<file path="src/rtl/fe_rc_pkg.sv">
package fe_rc_pkg;
  localparam int unsigned ST_W  = 4;
  localparam int unsigned CMD_W = 4;
  localparam int unsigned SRC_W = 3;

  typedef enum logic [ST_W-1:0] {
    ST_IDLE  = 4'd0,
    ST_PREP  = 4'd1,
    ST_SYNC  = 4'd2,
    ST_RUN   = 4'd3,
    ST_TERM  = 4'd4,
    ST_LINKT = 4'd5,
    ST_TIMET = 4'd6,
    ST_RST   = 4'd7,
    ST_OOD   = 4'd8
  } rc_state_e;

  typedef enum logic [CMD_W-1:0] {
    C_NONE    = 4'd0,
    C_PREP    = 4'd1,
    C_SYNC    = 4'd2,
    C_START   = 4'd3,
    C_END     = 4'd4,
    C_ABORT   = 4'd5,
    C_LSTART  = 4'd6,
    C_LSTOP   = 4'd7,
    C_TSTART  = 4'd8,
    C_TSTOP   = 4'd9,
    C_RESET   = 4'd10,
    C_RSTOP   = 4'd11,
    C_ENABLE  = 4'd12,
    C_DISABLE = 4'd13
  } rc_cmd_e;

  typedef enum logic [SRC_W-1:0] {
    SRC_NONE   = 3'd0,
    SRC_SC     = 3'd1,
    SRC_SC_HIT = 3'd2,
    SRC_SC_OLD = 3'd3,
    SRC_BERT   = 3'd4,
    SRC_TIMING = 3'd5
  } rc_src_e;
endpackage

</file>
<file path="src/rtl/fe_rc_transition.sv">
module fe_rc_transition
  import fe_rc_pkg::*;
(
  input  rc_state_e             cur,
  input  logic [CMD_W-1:0]      code,
  output logic                  legal,
  output rc_state_e             nxt
);
  rc_cmd_e cmd;
  logic    in_run;

  always_comb begin
    cmd    = rc_cmd_e'(code);
    in_run = (cur == ST_PREP) || (cur == ST_SYNC) ||
             (cur == ST_RUN)  || (cur == ST_TERM);
    legal  = 1'b0;
    nxt    = cur;
    case (cmd)
      C_PREP:    if (cur == ST_IDLE)  begin legal = 1'b1; nxt = ST_PREP;  end
      C_SYNC:    if (cur == ST_PREP)  begin legal = 1'b1; nxt = ST_SYNC;  end
      C_START:   if (cur == ST_SYNC)  begin legal = 1'b1; nxt = ST_RUN;   end
      C_END:     if (cur == ST_RUN)   begin legal = 1'b1; nxt = ST_TERM;  end
      C_ABORT:   if (in_run)          begin legal = 1'b1; nxt = ST_IDLE;  end
      C_LSTART:  if (cur == ST_IDLE)  begin legal = 1'b1; nxt = ST_LINKT; end
      C_LSTOP:   if (cur == ST_LINKT) begin legal = 1'b1; nxt = ST_IDLE;  end
      C_TSTART:  if (cur == ST_IDLE)  begin legal = 1'b1; nxt = ST_TIMET; end
      C_TSTOP:   if (cur == ST_TIMET) begin legal = 1'b1; nxt = ST_IDLE;  end
      C_RESET:   if (cur != ST_RST)   begin legal = 1'b1; nxt = ST_RST;   end
      C_RSTOP:   if (cur == ST_RST)   begin legal = 1'b1; nxt = ST_IDLE;  end
      C_ENABLE:  if (cur == ST_OOD)   begin legal = 1'b1; nxt = ST_IDLE;  end
      C_DISABLE: if (cur == ST_IDLE)  begin legal = 1'b1; nxt = ST_OOD;   end
      default: begin legal = 1'b0; nxt = cur; end
    endcase
  end
endmodule

</file>
<file path="src/rtl/fe_rc_src_map.sv">
module fe_rc_src_map
  import fe_rc_pkg::*;
(
  input  rc_state_e cur,
  input  logic      tail_cycle,
  output rc_src_e   src
);
  always_comb begin
    case (cur)
      ST_IDLE, ST_PREP, ST_OOD: src = SRC_SC;
      ST_SYNC, ST_RST:          src = SRC_NONE;
      ST_RUN:                   src = SRC_SC_HIT;
      ST_TERM:                  src = tail_cycle ? SRC_SC : SRC_SC_OLD;
      ST_LINKT:                 src = SRC_BERT;
      ST_TIMET:                 src = SRC_TIMING;
      default:                  src = SRC_NONE;
    endcase
  end
endmodule

</file>
<file path="src/rtl/fe_rc_marker.sv">
module fe_rc_marker
  import fe_rc_pkg::*;
(
  input  logic      clk,
  input  logic      rst_n,
  input  logic      enter_prep,
  input  logic      tail_fire,
  input  rc_state_e cur,
  output logic      act_pulse,
  output logic      tail_pulse
);
  always_ff @(posedge clk or negedge rst_n) begin
    if (!rst_n) begin
      act_pulse  <= 1'b0;
      tail_pulse <= 1'b0;
    end else begin
      act_pulse  <= enter_prep;
      tail_pulse <= tail_fire;
    end
  end


  active_first_prep_chk: assert property (@(posedge clk) disable iff (!rst_n)
    act_pulse |-> (cur == ST_PREP) && ($past(cur) != ST_PREP));


  active_single_chk: assert property (@(posedge clk) disable iff (!rst_n)
    act_pulse |=> !act_pulse);


  tail_in_term_chk: assert property (@(posedge clk) disable iff (!rst_n)
    tail_pulse |-> (cur == ST_TERM) && ($past(cur) == ST_TERM));


  tail_then_idle_chk: assert property (@(posedge clk) disable iff (!rst_n)
    tail_pulse |=> (cur == ST_IDLE) && !tail_pulse);
endmodule

</file>
<file path="src/rtl/fe_run_sequencer.sv">
module fe_run_sequencer
  import fe_rc_pkg::*;
#(
  parameter int unsigned RUN_W = 32
) (
  input  logic                 clk,
  input  logic                 rst_n,
  input  logic                 cmd_valid,
  output logic                 cmd_ready,
  input  logic [CMD_W-1:0]     cmd_code,
  input  logic [RUN_W-1:0]     cmd_arg,
  input  logic                 drain_done,
  output logic [ST_W-1:0]      run_state,
  output logic [SRC_W-1:0]     src_sel,
  output logic                 mark_active,
  output logic                 mark_tail,
  output logic                 cmd_err,
  output logic [RUN_W-1:0]     run_number
);
  rc_state_e        st_q;
  rc_state_e        st_nxt;
  rc_src_e          src;
  logic             legal;
  logic             accept;
  logic             take;
  logic             tail_fire;
  logic             enter_prep;
  logic             err_q;
  logic [RUN_W-1:0] run_q;

  fe_rc_transition u_trans (
    .cur   (st_q),
    .code  (cmd_code),
    .legal (legal),
    .nxt   (st_nxt)
  );

  assign cmd_ready  = !mark_active && !mark_tail;
  assign accept     = cmd_valid && cmd_ready;
  assign take       = accept && legal;
  assign enter_prep = take && (st_nxt == ST_PREP);
  assign tail_fire  = (st_q == ST_TERM) && !mark_tail && drain_done && !take;

  fe_rc_marker u_mark (
    .clk        (clk),
    .rst_n      (rst_n),
    .enter_prep (enter_prep),
    .tail_fire  (tail_fire),
    .cur        (st_q),
    .act_pulse  (mark_active),
    .tail_pulse (mark_tail)
  );

  fe_rc_src_map u_src (
    .cur        (st_q),
    .tail_cycle (mark_tail),
    .src        (src)
  );

  always_ff @(posedge clk or negedge rst_n) begin
    if (!rst_n) begin
      st_q  <= ST_IDLE;
      err_q <= 1'b0;
      run_q <= '0;
    end else begin
      err_q <= accept && !legal;
      if (take) begin
        st_q <= st_nxt;
      end else if (mark_tail) begin
        st_q <= ST_IDLE;
      end
      if (take && (rc_cmd_e'(cmd_code) == C_PREP)) begin
        run_q <= cmd_arg;
      end
    end
  end

  assign run_state  = st_q;
  assign src_sel    = src;
  assign cmd_err    = err_q;
  assign run_number = run_q;


  err_keeps_state_chk: assert property (@(posedge clk) disable iff (!rst_n)
    cmd_err |-> (st_q == $past(st_q)));


  stall_no_err_chk: assert property (@(posedge clk) disable iff (!rst_n)
    (cmd_valid && !cmd_ready) |=> !cmd_err);


  run_hold_chk: assert property (@(posedge clk) disable iff (!rst_n)
    !(st_q == ST_PREP && $past(st_q) == ST_IDLE) |-> $stable(run_number));


  run_entry_chk: assert property (@(posedge clk) disable iff (!rst_n)
    $rose(st_q == ST_RUN) |-> ($past(st_q) == ST_SYNC));
endmodule

</file>
<file path="config.mk">
export PLATFORM = sky130hd
export DESIGN_NAME = fe_run_sequencer
export DESIGN_NICKNAME = d
export VERILOG_FILES = /design/src/rtl/fe_rc_pkg.sv /design/src/rtl/fe_rc_transition.sv /design/src/rtl/fe_rc_src_map.sv /design/src/rtl/fe_rc_marker.sv /design/src/rtl/fe_run_sequencer.sv
export SDC_FILE = /design/constraint.sdc
export NUM_CORES = 1
export LEC_CHECK = 0
export BUFFER_PORTS_ARGS = -buffer_cell sky130_fd_sc_hd__buf_4
export CAP_MARGIN = 10
export CORE_ASPECT_RATIO = 0.75
export CORE_MARGIN = 2
export CORE_UTILIZATION = 30
export DETAILED_ROUTE_END_ITERATION = 16
export HOLD_SLACK_MARGIN = 0.05
export MAX_ROUTING_LAYER = met4
export PLACE_DENSITY = 0.49
export SLEW_MARGIN = 10
export SYNTH_ARGS = -nofsm -noshare
export SYNTH_HDL_FRONTEND = slang
export SYNTH_SLANG_ARGS = --single-unit
</file>
<file path="constraint.sdc">
create_clock -name clk -period 2.5 [get_ports clk]
set_input_delay 0 -clock clk [delete_from_list [all_inputs] [get_ports clk]]
set_output_delay 0 -clock clk [all_outputs]
set_load 0.05 [all_outputs]
</file>
== Word-level counts from Yosys, hierarchy flattened ==
Index checks and enable logic that the tools add are counted.
Widths: inputs -> output; s select.

* Input port bits: 40
* Logic and storage cells: 77
* Output and inout port bits: 43
* Bits in registers: 39

* Mux-type cells: 29
* Reductions and logical operators: 20
* Equal/unequal tests: 23

{| class="wikitable"
|+ Operator list
! kind !! number
|-
| $mux 4 || 15
|-
| $pmux 4 s13 || 1
|-
| $eq 4x3->1 const B || 8
|-
| $eq 4x4->1 const B || 7
|-
| $eq 4x2->1 const B || 4
|-
| $pmux 3 s5 || 1
|-
| $eq 4x1->1 const B || 3
|-
| $mux 1 || 10
|-
| $pmux 1 s10 || 1
|-
| $logic_and 1x1->1 || 9
|-
| $logic_not 1->1 || 4
|-
| $logic_not 4->1 || 1
|-
| $ne 4x3->1 const B || 1
|-
| $reduce_or 4->1 || 1
|-
| $logic_or 1x1->1 || 3
|-
| $reduce_or 3->1 || 1
|-
| $mux 2 || 1
|-
| $reduce_bool 2->1 || 1
|}

== Logic depth before layout (Yosys ltp) ==
* Word-level depth: 9
* Mapped depth: 7
* Depth with buffers taken out: 5

== Cells and area by module ==
Synthesis repeated with hierarchy kept, for this count alone.

* Cell total of the unflattened synthesis: 200
* Area, all modules: 2270.9 um^2

{| class="wikitable"
|+ By module, submodules not included
! module !! sequential area each (um^2) !! cells each !! times used !! area each (um^2)
|-
| fe_run_sequencer || 925.9 || 95 || 1 || 1571.5
|-
| fe_rc_transition || 0.0 || 95 || 1 || 588.1
|-
| fe_rc_src_map || 0.0 || 8 || 1 || 61.3
|-
| fe_rc_marker || 50.0 || 2 || 1 || 50.0
|}

== Least setup slack after synthesis ==
OpenSTA, ideal clock, no wires.

* Path kind: reg2reg
* Start point: register st_q[0] (netlist: run_state[0])
* End point: register run_q[10] (netlist: run_number[10])
* Slack: -0.143 ns
* Period minus slack after synthesis: 2.643 ns
* Stages on the path, launching flop included: 7
* Setup time: 0.125 ns
* Arrival: 2.518 ns
* Cell sequence: dfrtp_1 -> buf_6 -> or4_4 -> o2111a_2 -> nor4_4 -> buf_6 -> mux2_2

* Cells in the longest elaborated chain, start to end: 8
* Elaborated cells between the ends (all ways): 26
* Those cells by class: 9 x eq/ne; 11 x mux; 6 x reduce/logical

{| class="wikitable"
|+ RTL lines
! element !! RTL line !! RTL
|-
| start, declared || fe_run_sequencer.sv:20 || <nowiki>rc_state_e st_q;</nowiki>
|-
| start signal, assigned || fe_run_sequencer.sv:68 || <nowiki>st_q <= st_nxt;</nowiki>
|-
| $eq 4x1->1 or $eq 4x2->1 (tied branches) || fe_rc_transition.sv:14, fe_rc_transition.sv:20, fe_rc_transition.sv:21 ||
|-
| $logic_or 1x1->1 (2 in series) || fe_rc_transition.sv:14 || <nowiki>in_run = (cur == ST_PREP) || (cur == ST_SYNC) ||</nowiki>
|-
| $logic_or 1x1->1 || fe_rc_transition.sv:15 || <nowiki>(cur == ST_RUN) || (cur == ST_TERM);</nowiki>
|-
| $mux 1 || fe_rc_transition.sv:23 || <nowiki>C_ABORT: if (in_run) begin legal = 1'b1; nxt = ST_IDLE; end</nowiki>
|-
| $pmux 1 s10 (*) || fe_rc_transition.sv:18 || <nowiki>case (cmd)</nowiki>
|-
| $logic_and 1x1->1 (*) || fe_run_sequencer.sv:40 || <nowiki>assign take = accept && legal;</nowiki>
|-
| $logic_and 1x1->1 (*) || fe_run_sequencer.sv:72 || <nowiki>if (take && (rc_cmd_e'(cmd_code) == C_PREP)) begin</nowiki>
|-
| end signal, assigned || fe_run_sequencer.sv:73 || <nowiki>run_q <= cmd_arg;</nowiki>
|-
| end, declared || fe_run_sequencer.sv:29 || <nowiki>logic [RUN_W-1:0] run_q;</nowiki>
|}

Mark *: on every way between the ends. The rest lies on a longest branch, timed or not.
A chain may end at the register's enable or synchronous reset.

== Worst setup path in the final report ==
* Start point: register st_q[2] (netlist: run_state[2])
* End point: register run_q[22] (netlist: run_number[22])

The elaborated chain is that of the path after synthesis.

==> summary.md <==
| Metric | Value |
|---|---|
| Run status | complete, no violations |
| EDFF count, synth | 0 |
| Maximum fanout along the worst path | 32 |
| Die Y | 78.77 um |
| Synth cell types | 57 |
| Clock-pin slew on the worst setup and hold paths | 0.08 ns |
| Vias | 2,068 |
| Met2 Routed Length | 2940 um |
| Mean Syn Cell Area | 11.24 um2 |
| DR iter-0 viols | 93 |
| Final setup fails | 0 |
| Final hold viol count | 0 |
| Met3 wire len | 370 um |
| Vias per cell | 4.936 |
| I/O pin count | 83 |
| DRC | 0 |
| Final Cycle Share | 94.20% |
| Site Rows | 27 |
| Leakage power | 1.635 nW |
| Post-synth net total | 239 |
| Reg power frac | 29.8% |
| CP Capture Type | flop |
| Gate power share | 54.5% |
| Final slew viol count | 0 |
| Seq/Total Area, Yosys | 43.65% |
| CP Cell Sequence | or4_4 -> o2111a_2 -> nor4_4 -> buf_12 -> mux2_2 |
| Clk root buf | clkbuf_8 |
| Core ar. | 0.007297 mm2 |
| Final net count | 357 |
| TritonCTS clock tree | yes |
| Port Buf Inserts | 82 |
| Antenna violations before repair | 0 |
| Clock network power share | 15.7% |
| WL per Instance | 15.00 um |
| Delay of the slowest critical-path stage | 0.55 ns |
| Synth area leader | dfrtp_1 |
| Critical path class | reg -> reg |
| Clock Latency Late Sink | 0.28 ns |
| Sw Ratio | 44.76% |
| CP arrival | 2.53 ns |
| Rel. slew slack | 56.61% |
| Post-Syn Instances | 199 |
| H-tree levels | 2 |
| Pin count of the biggest net entering global routing | 40 |
| Top sig layer | met4 |
| Post-route cell area | 0.003445 mm2 |
| Die ar. | 0.008167 mm2 |
| Largest cells by area after synthesis | dfrtp_1 (44%), mux2_2 (14%), mux2_1 (3.0%), nor2b_1 (2.2%), buf_6 (2.0%) |
| Required time of the critical path | 2.68 ns |
| Crit path max-delay cell type | or4_4 |
| CTS max path bufs | 2 |
| Global-route wire length before repair | 10,490 um |
| WL final | 6287 um |
| Switch Pwr | 1.347 mW |
| Vias in the first global route | 2,040 |
| Most common cell in the netlist | dfrtp_1 |
| Max_cap viols | 0 |
| Startpoint Class | flop |
| Share of the synthesized area in the top cell type | 43.65% |
| FF+latch count, synth | 39 |
| Total track usage | 16.31% |
| Layout area overhead | 54.06% |
| Int Pwr | 1.662 mW |
| M1 WL | 2946 um |
| Dpl hpwl | 4345 um |
| Netlist Area Pre-Place | 0.002236 mm2 |
| Setup TNS | 0 ns |
| Least-Margin Pin Slew | 0.6450 ns |
| FMAX | 424.6 MHz |
| Top Family by Delay on Critical Path | simple AND/OR/NAND/NOR gates |
| Initial Util | 30.64% |
| # diodes | 0 |
| Pwr/cell area | 873.5 mW/mm2 |
| Synth async-reset ratio | 100.0% |
| CTS sink cnt | 39 |
| Die X | 103.7 um |
| First-pass DRT Iterations | 4 |
| Total congestion overflow | 0 |
| Layout cells sized above 1 | 46.23% |
| HP Class | in -> reg |
| Worst Clk Skew | 0.006859 ns |
| Max IR drop VDD | 0.0003745 V |
| Synth warnings | 0 |
| CP Buf/Inv Count | 1 |
| Placement Cell Area | 0.002994 mm2 |
| Unrepaired setup endpoints after global routing | no |
| Crit path time final | 2.355 ns |
| Final GP Congestion | 0.8092 |
| Antenna-violating nets left | 0 |
| Most used DFF post-synth | dfrtp_1 |
| Synth top cells by count | dfrtp_1 (39), mux2_2 (28), clkbuf_1 (10), nand2_1 (10), nor2b_1 (8) |
| CTS Buf Count | 5 |
## sequential cells by signal (all words and copies together), names as in the netlist
signal and count:
run_state 4, u_mark.act_pulse 1, run_number 32, cmd_err 1, u_mark.tail_pulse 1
## cell usage in the layout, fill, tap and decap left out, drive strengths merged, types with 2 or more instances in the layout
cell	instances
nand2	10
inv	2
a211oi	3
or3b	2
dlygate4sd3	34
nand4	3
a31oi	2
mux2	34
o22ai	2
buf	95
or2	2
a21oi	5
nor4bb	4
nand2b	6
o31ai	2
nor4	4
nor3	2
nand3	2
nor2	6
o32a	2
nor4b	5
nand4bb	3
nor2b	8
o21ai	4
mux2i	2
o32ai	3
dfrtp	39
clkbuf	7
or4	2
## metal layers
metal / global-route usage [%] / vias up
met2: 25.23 / 64
li1: - / 993
met1: 22.77 / 1007
met4: 2.432 / 0
met5: - / -
met3: 3.284 / 4
## final timing paths
kind	start	to	slack, ns	cells after the start
max in group asynchronous	rst_n	run_state[2]$_DFFE_PN0P_	1.89	2
min in group asynchronous	rst_n	run_number[28]$_DFFE_PN0P_	0.22	2
setup reg to reg	run_state[2]$_DFFE_PN0P_	run_number[22]$_DFFE_PN0P_	0.15	5
hold / removal	cmd_valid	cmd_err$_DFF_PN0_	0.14	3
setup / recovery	run_state[2]$_DFFE_PN0P_	run_number[22]$_DFFE_PN0P_	0.15	5
hold reg to reg	run_number[9]$_DFFE_PN0P_	run_number[9]$_DFFE_PN0P_	0.49	1
## cell type report
class                      instances  area [um2]
sequential                        39       980.9
multi-input combinational        140        1160
clock inverter                     1       7.507
timing repair buffer             129        1066
clock buffer                       7       96.34
fill                             705        3852
tap                              101       126.4
inverter                           2       7.507
## worst min-delay path, stage by stage
cell and delay [ns]:
buf_4 0.07, nand2_1 0.17, nor2_1 0.14
## kinds of logic after synthesis
group                     after synthesis  synth area share, %
xor gates and xnor gates                1               0.3918
and+or+nand+nor                        67                20.82
muxes                                  36                18.02
DFF                                    39                43.65
buffers and inverters                  20                4.868
AOI/OAI and AO/OA                      36                12.26
## timing repair
action | CTS | global route
hold buffers | 34 | 0
setup endpoints to repair | 0 | 32
endpoints found under the hold margin | 72 | 0
buffers inserted | 0 | 0
gates resized for setup | 0 | 1
## power groups by stage
stage                     clock (mW)  sequential [mW]  combinational [mW]
final                          0.472            0.898                1.64
after global routing           0.526            0.923                1.74
after CTS                      0.496            0.896                1.64
after detailed placement           0            0.905                1.60
after global placement             0            0.909                1.60
after floorplan                    0             1.34               0.642
## per-stage QoR
stage / instances / setup WS (ns) / util [%] / power, mW / hold slack (ns)
final: 419 / 0.1451 / 47.21 / 3.009 / 0.1445
after global routing: 419 / 0.02932 / 47.21 / 3.190 / 0.1873
after CTS: 419 / 0.1424 / 47.12 / 3.035 / 0.1453
after detailed placement: 377 / 0.1504 / 41.03 / 2.503 / 0.007270
after global placement: 377 / 0.1546 / 41.03 / 2.513 / 0.01017
after floorplan: 199 / 0.04234 / - / 1.981 / -0.2956
No activity file was read; power rests on OpenSTA's default activity.
